**src/rtl/fault_resp_pkg.sv**
```systemverilog
// Package: shared types for the regulator fault response controller.
// Assumes: one response-select bit per regulator, 0 being the reset default.
package fault_resp_pkg;
    typedef enum logic {
        RESP_SHUTDOWN  = 1'b0,
        RESP_FLAG_ONLY = 1'b1
    } resp_mode_e;
endpackage

```
**src/rtl/blank_timer.sv**
```systemverilog
// Module: blank_timer
// Produces the fault mask. Faults are masked while a scaling ramp is busy,
// in the cycle a done pulse arrives, and for SETTLE_CYC edges after the
// last busy or done cycle.
// Assumes: scale_busy and scale_done are synchronous to clk.
module blank_timer #(
    parameter int SETTLE_CYC = 1000
) (
    input  logic clk,
    input  logic rst_n,
    input  logic scale_busy,
    input  logic scale_done,
    output logic mask
);
    localparam int CW = $clog2(SETTLE_CYC + 1);
    localparam logic [CW-1:0] LOAD = CW'(SETTLE_CYC);

    logic [CW-1:0] remain;
    logic          restart;

    // Purpose: any busy or done cycle (re)starts the settling window.
    assign restart = scale_busy | scale_done;

    // Purpose: load the window on restart, otherwise count down to zero.
    always_ff @(posedge clk) begin
        if (!rst_n) begin
            remain <= '0;
        end else if (restart) begin
            remain <= LOAD;
        end else if (remain != '0) begin
            remain <= remain - 1'b1;
        end
    end

    // Purpose: the mask covers the ramp itself and the running window.
    assign mask = restart | (remain != '0);

    assert_window_bound_R6: assert property (@(posedge clk) disable iff (!rst_n)
        remain <= LOAD);
    assert_window_reload_R7: assert property (@(posedge clk) disable iff (!rst_n)
        restart |=> (remain == LOAD));
    assert_window_drain_R6: assert property (@(posedge clk) disable iff (!rst_n)
        (!restart && remain != '0) |=> (remain == $past(remain) - 1'b1));
endmodule

```
**src/rtl/fault_latch.sv**
```systemverilog
// Module: fault_latch
// Holds the sticky fault flag and shutdown request. A fault that is not
// masked sets the flag. It also sets shutdown when the shutdown response is
// selected. A clear strobe drops both bits unless a fault arrives in the
// same cycle.
// Assumes: ov/uv already synchronized; mask comes from blank_timer.
module fault_latch
    import fault_resp_pkg::*;
(
    input  logic clk,
    input  logic rst_n,
    input  logic ov_in,
    input  logic uv_in,
    input  logic mask,
    input  logic resp_sel,
    input  logic flag_clr,
    input  logic sw_shutdown,
    output logic fault_flag,
    output logic shutdown_req
);
    resp_mode_e mode;
    logic       event_hit;
    logic       hw_trip;

    // Purpose: decode the response bit into the shared mode type.
    assign mode      = resp_mode_e'(resp_sel);
    // Purpose: either comparator counts as an event once blanking is over.
    assign event_hit = (ov_in | uv_in) & ~mask;
    // Purpose: only the shutdown response turns an event into a trip.
    assign hw_trip   = event_hit & (mode == RESP_SHUTDOWN);

    // Purpose: sticky flag, where a set beats a clear.
    always_ff @(posedge clk) begin
        if (!rst_n) begin
            fault_flag <= 1'b0;
        end else if (event_hit) begin
            fault_flag <= 1'b1;
        end else if (flag_clr) begin
            fault_flag <= 1'b0;
        end
    end

    // Purpose: sticky shutdown from a hardware trip or a software request.
    always_ff @(posedge clk) begin
        if (!rst_n) begin
            shutdown_req <= 1'b0;
        end else if (hw_trip || sw_shutdown) begin
            shutdown_req <= 1'b1;
        end else if (flag_clr) begin
            shutdown_req <= 1'b0;
        end
    end

    assert_trip_shutdown_R2: assert property (@(posedge clk) disable iff (!rst_n)
        (event_hit && !resp_sel) |=> (shutdown_req && fault_flag));
    assert_flag_only_R3: assert property (@(posedge clk) disable iff (!rst_n)
        (event_hit && resp_sel && !sw_shutdown && !shutdown_req) |=> !shutdown_req);
    assert_shared_flag_R4: assert property (@(posedge clk) disable iff (!rst_n)
        event_hit |=> fault_flag);
    assert_sticky_R9: assert property (@(posedge clk) disable iff (!rst_n)
        (fault_flag && !flag_clr) |=> fault_flag);
    assert_sw_shutdown_R10: assert property (@(posedge clk) disable iff (!rst_n)
        sw_shutdown |=> shutdown_req);
endmodule

```
**src/rtl/fault_resp_ctrl.sv**
```systemverilog
// Module: fault_resp_ctrl (top)
// Per-regulator over/under-voltage response. It combines the blanking timer
// and the sticky fault latch.
// Assumes: all inputs synchronous to clk; SETTLE_CYC equals the settling
// time in clock cycles (1 ms at the system clock).
module fault_resp_ctrl #(
    parameter int SETTLE_CYC = 1000
) (
    input  logic clk,
    input  logic rst_n,
    input  logic ov_in,
    input  logic uv_in,
    input  logic resp_sel,
    input  logic scale_busy,
    input  logic scale_done,
    input  logic flag_clr,
    input  logic sw_shutdown,
    output logic fault_flag,
    output logic shutdown_req
);
    logic mask;

    blank_timer #(.SETTLE_CYC(SETTLE_CYC)) u_blank (
        .clk        (clk),
        .rst_n      (rst_n),
        .scale_busy (scale_busy),
        .scale_done (scale_done),
        .mask       (mask)
    );

    fault_latch u_latch (
        .clk          (clk),
        .rst_n        (rst_n),
        .ov_in        (ov_in),
        .uv_in        (uv_in),
        .mask         (mask),
        .resp_sel     (resp_sel),
        .flag_clr     (flag_clr),
        .sw_shutdown  (sw_shutdown),
        .fault_flag   (fault_flag),
        .shutdown_req (shutdown_req)
    );

    assert_busy_blocks_R5: assert property (@(posedge clk) disable iff (!rst_n)
        scale_busy |=> !$rose(fault_flag));
    assert_done_blocks_R6: assert property (@(posedge clk) disable iff (!rst_n)
        scale_done |=> !$rose(fault_flag));
    assert_reset_clears_R1: assert property (@(posedge clk)
        !rst_n |=> (!fault_flag && !shutdown_req));
endmodule

```
**config.mk**
```make
export PLATFORM = sky130hd
export DESIGN_NAME = fault_resp_ctrl
export DESIGN_NICKNAME = d
export VERILOG_FILES = /design/src/rtl/fault_resp_pkg.sv /design/src/rtl/blank_timer.sv /design/src/rtl/fault_latch.sv /design/src/rtl/fault_resp_ctrl.sv
export SDC_FILE = /design/constraint.sdc
export NUM_CORES = 1
export LEC_CHECK = 0
export BUFFER_PORTS_ARGS = -buffer_cell sky130_fd_sc_hd__buf_4
export CAP_MARGIN = 10
export CORE_AREA = 2 2 39 41
export DETAILED_ROUTE_END_ITERATION = 16
export DIE_AREA = 0 0 41 43
export MAX_ROUTING_LAYER = met4
export PLACE_DENSITY_LB_ADDON = 0.08
export SETUP_SLACK_MARGIN = 0.4
export SLEW_MARGIN = 5
export SYNTH_ARGS = -nofsm -noshare
export SYNTH_HDL_FRONTEND = slang
export SYNTH_SLANG_ARGS = --single-unit
```
**constraint.sdc**
```tcl
create_clock -name clk -period 5.3 [get_ports clk]
set_clock_uncertainty 0.1 [all_clocks]
set_input_delay 0 -clock clk [delete_from_list [all_inputs] [get_ports clk]]
set_output_delay 0 -clock clk [all_outputs]
set_load 0.1 [all_outputs]
```
==> run metrics <==
number of nets produced by synthesis=75; share of the cycle needed by the critical path after routing=48.3%; number of clock sinks=12; area of the core=1380 um^2; HPWL after detailed placement=888 um; vertical die dimension=43 um; fraction of layout instances using a drive strength above 1=21.8%; power density of the placed cells=269 nW/um^2; number of storage elements in the synthesis netlist=12; classification of the worst setup path=reg -> reg; fraction of synthesis flops using an asynchronous set or reset pin=0%; number of buffers added by the clock tree synthesis step=3; worst-skew pair later-pin latency=0.28 ns; post-DR wirelength/cell=13.3 um; worst-margin pin slew=0.640 ns; hold-critical path endpoint=u_blank.remain[2]$_SDFFE_PP0P_; endpoint required time on the critical path=5.42 ns; initial antenna violation count=0; result of the run=completed; sequential cell area fraction in the yosys report=40.9%; cell with the biggest individual delay on the critical path=dlygate4sd3_1; vias in the first global route=568; Post-Route Setup TNS=0 ns; number of rows in the core area=14; Reg area=240 um^2; startpoint types=flop; number of iterations in the first detailed-routing pass=4; gr usage total=21.1%; CTS tree=yes; number of different library cells in the post-synthesis netlist=31; # nets final=98; reg2reg start=u_blank.remain[0]$_SDFFE_PP0P_; GP Congestion=0.771; critical path data arrival time=2.68 ns; total met3 wirelength after detailed routing=75 um; count of buffers inserted at the top-level ports=10; Setup crit start=u_blank.remain[0]$_SDFFE_PP0P_; Critical R2R Capture=u_latch.shutdown_req$_SDFFE_PN0P_; share of total power in the clock network=34.7%; Worst Hold Path Cells=2; x dimension of the die=41 um; FF-to-FF setup slack=2.74 ns; leakage power=0.323 nW; post-CTS setup-driven buffer insertion count=0; longest individual stage delay on the worst path=0.56 ns; ant diodes=0; maximum level of the CTS H-tree=1; Hold Violations, Final=0; buffers from clock root to sink, at most=2; number of flops mapped to enable cells by yosys=0; net switching power of the design=0.0574 mW; power share of the combinational group=18.2%; pin count of the biggest net entering global routing=8; total overflow reported by the global router=0; Sequential Power Share=47.1%; multi-input logic area=337 um^2; initial cell density of the core=42.5%; # IOs=11; DRC=0; Top Layer Used=met4; final wirelength=1370 um; synthesis-to-finish area growth=36.0%; switching power as a share of total power=26.7%; shortest clock period the worst path allows after layout=2.56 ns; count of final max-slew check failures=0; number of fill cells=136; per-instance average area after synthesis=9.05 um^2; clock transition at the register clock pins on the worst setup and hold paths after CTS=0.07 ns; global-route wire length before repair=2370 um; critical hold path startpoint=u_blank.remain[2]$_SDFFE_PP0P_; critical path capture point type=flop; total die area=1760 um^2; number of failing setup endpoints in the final timing report=0; Design Power=0.215 mW; Netlist Area Pre-Place=588 um^2; Hold WC Path Type=reg -> reg; maximum clock frequency=391 MHz; number of instances in the synthesized netlist=65; setup repair after global routing missed its margin=no; cell internal power dissipation=0.158 mW; Worst IR Drop VDD=0.000158 V; largest driver fanout on the critical path=7; vias post-DR=560; via count normalized by instance count=5.44; final antenna-violating net count=0; worst-case reg-to-reg path depth=7; met2 wirelength from detailed routing=666 um; Crit path buffers/inverters=2; sum of routed wire segments on met1=583 um; most used flip-flop cell after synthesis=dfxtp_1; Cell Chain, Critical Path=inv_1 > ha_1 > nor3b_1 > and3b_1 > o211ai_1 > o21ai_0 > dlygate4sd3_1; cell type group with the largest total delay on the critical path=simple AND/OR/NAND/NOR gates; worst slew slack as a fraction of its limit=57.2%; clock root cell=clkbuf_4; Synthesis Warnings=0; max-capacitance violation count=0; Initial DRC Count=10
[layer usage]
metal / GRT usage, % / vias up
li1: - / 286
met1: 22.3 / 248
met2: 32.2 / 19
met3: 6.81 / 7
met4: 13.3 / 0
met5: - / -
[per-stage QoR]
stage / cell area, um^2 / util [%] / setup WS (ns) / cells / hold WS (ns)
final: 800 / 57.8 / 2.74 / 103 / 0.405
after global routing: 800 / 57.8 / 2.42 / 103 / 0.454
after CTS: 800 / 57.8 / 2.75 / 103 / 0.410
after detailed placement: 683 / 49.4 / 3.30 / 91 / 0.142
after global placement: 683 / 49.4 / 3.31 / 91 / 0.141
after floorplan: 588 / - / 3.37 / 65 / 0.0217
[logic make-up (layout without fill, tap and decap cells)]
logic type | count (synthesis) | after routing | synth area share, %
AND/OR/NAND/NOR | 27 | 27 | 29.2
AO/OA/AOI/OAI | 19 | 19 | 21.1
flip-flops | 12 | 12 | 40.9
buffers and inverters | 3 | 25 | 1.91
XOR/XNOR | 2 | 2 | 2.98
adder cells (fa/ha/maj) | 1 | 1 | 2.13
multiplexers | 1 | 1 | 1.91
[synthesized netlist by cell type (2+ instances only)]
library cell,instances,area share (%)
dfxtp_1,12,41
or3_1,2,2.1
a211oi_1,3,3.8
nand2_1,2,1.3
nand3b_1,2,2.6
o211ai_1,3,3.8
nor2_1,7,4.5
inv_1,3,1.9
a21oi_1,5,4.3
o21ai_0,3,2.6
nand2b_1,3,3.2
[area by class of cell]
type,instances,share of cell area [%]
Multi-Input combinational cell,50,42.1
Timing Repair Buffer,18,19.4
Sequential cell,12,30.0
Tap cell,16,2.50
Clock buffer,4,4.54
Inverter,3,1.41
[power by group through the flow]
stage / sequential, mW / combinational (mW) / clock (mW)
floorplan: 0.106 / 0.0206 / 0
global placement: 0.103 / 0.0339 / 0
detailed placement: 0.103 / 0.0340 / 0
CTS: 0.101 / 0.0387 / 0.0761
global route: 0.103 / 0.0433 / 0.0810
finish: 0.101 / 0.0391 / 0.0747
[sequential cells by signal (all words and copies together) (netlist names)]
signal	cells
u_blank.remain	10
u_latch.fault_flag	1
u_latch.shutdown_req	1
[worst min-delay path: cells and delay by family (launching register included)]
family           cells  cell delay (ns)
AND/OR/NAND/NOR      1             0.07
AO/OA/AOI/OAI        1             0.06
flip-flops           1             0.33
[how the worst max path moves through the flow]
stage / endpoint / cells past startpoint / slack, ns
after floorplan: u_blank.remain[9]$_SDFFE_PN0P_ / 4 / 3.37
after global routing: u_latch.shutdown_req$_SDFFE_PN0P_ / 7 / 2.42
after CTS: u_latch.shutdown_req$_SDFFE_PN0P_ / 7 / 2.75
after global placement: u_latch.shutdown_req$_SDFFE_PN0P_ / 6 / 3.31
final: u_latch.shutdown_req$_SDFFE_PN0P_ / 7 / 2.74
after detailed placement: u_latch.shutdown_req$_SDFFE_PN0P_ / 6 / 3.30
[placed cells by master, fill, tap and decap left out]
cell,synthesis,final
dfxtp_1,12,12
buf_4,0,10
dlygate4sd3_1,0,8
nor2_1,7,7
a21oi_1,5,5
inv_1,3,3
o211ai_1,3,3
a211oi_1,3,3
nand2b_1,3,3
o21ai_0,3,3
clkbuf_4,0,3
or3_1,2,2
nand2_1,2,2
nand3b_1,2,2
or4_1,1,1
nor3b_1,1,1
xor2_1,1,1
or3_4,1,1
or4b_4,1,1
or4b_1,1,1
o311ai_0,1,1
and3b_1,1,1
or3_2,1,1
a31oi_1,1,1
or2_2,1,1
o31ai_1,1,1
and2_1,1,1
xnor2_1,1,1
and3_1,1,1
a311oi_1,1,1
a21boi_0,1,1
mux2_2,1,1
nor2b_1,1,1
ha_1,1,1
clkbuf_8,0,1
[repair_timing]
item | CTS | global route
resized for setup | 0 | 0
hold endpoints to repair | 11 | 0
hold buffers | 8 | 0
setup endpoints to repair | 0 | 0
(Power assumes the default switching activity.)
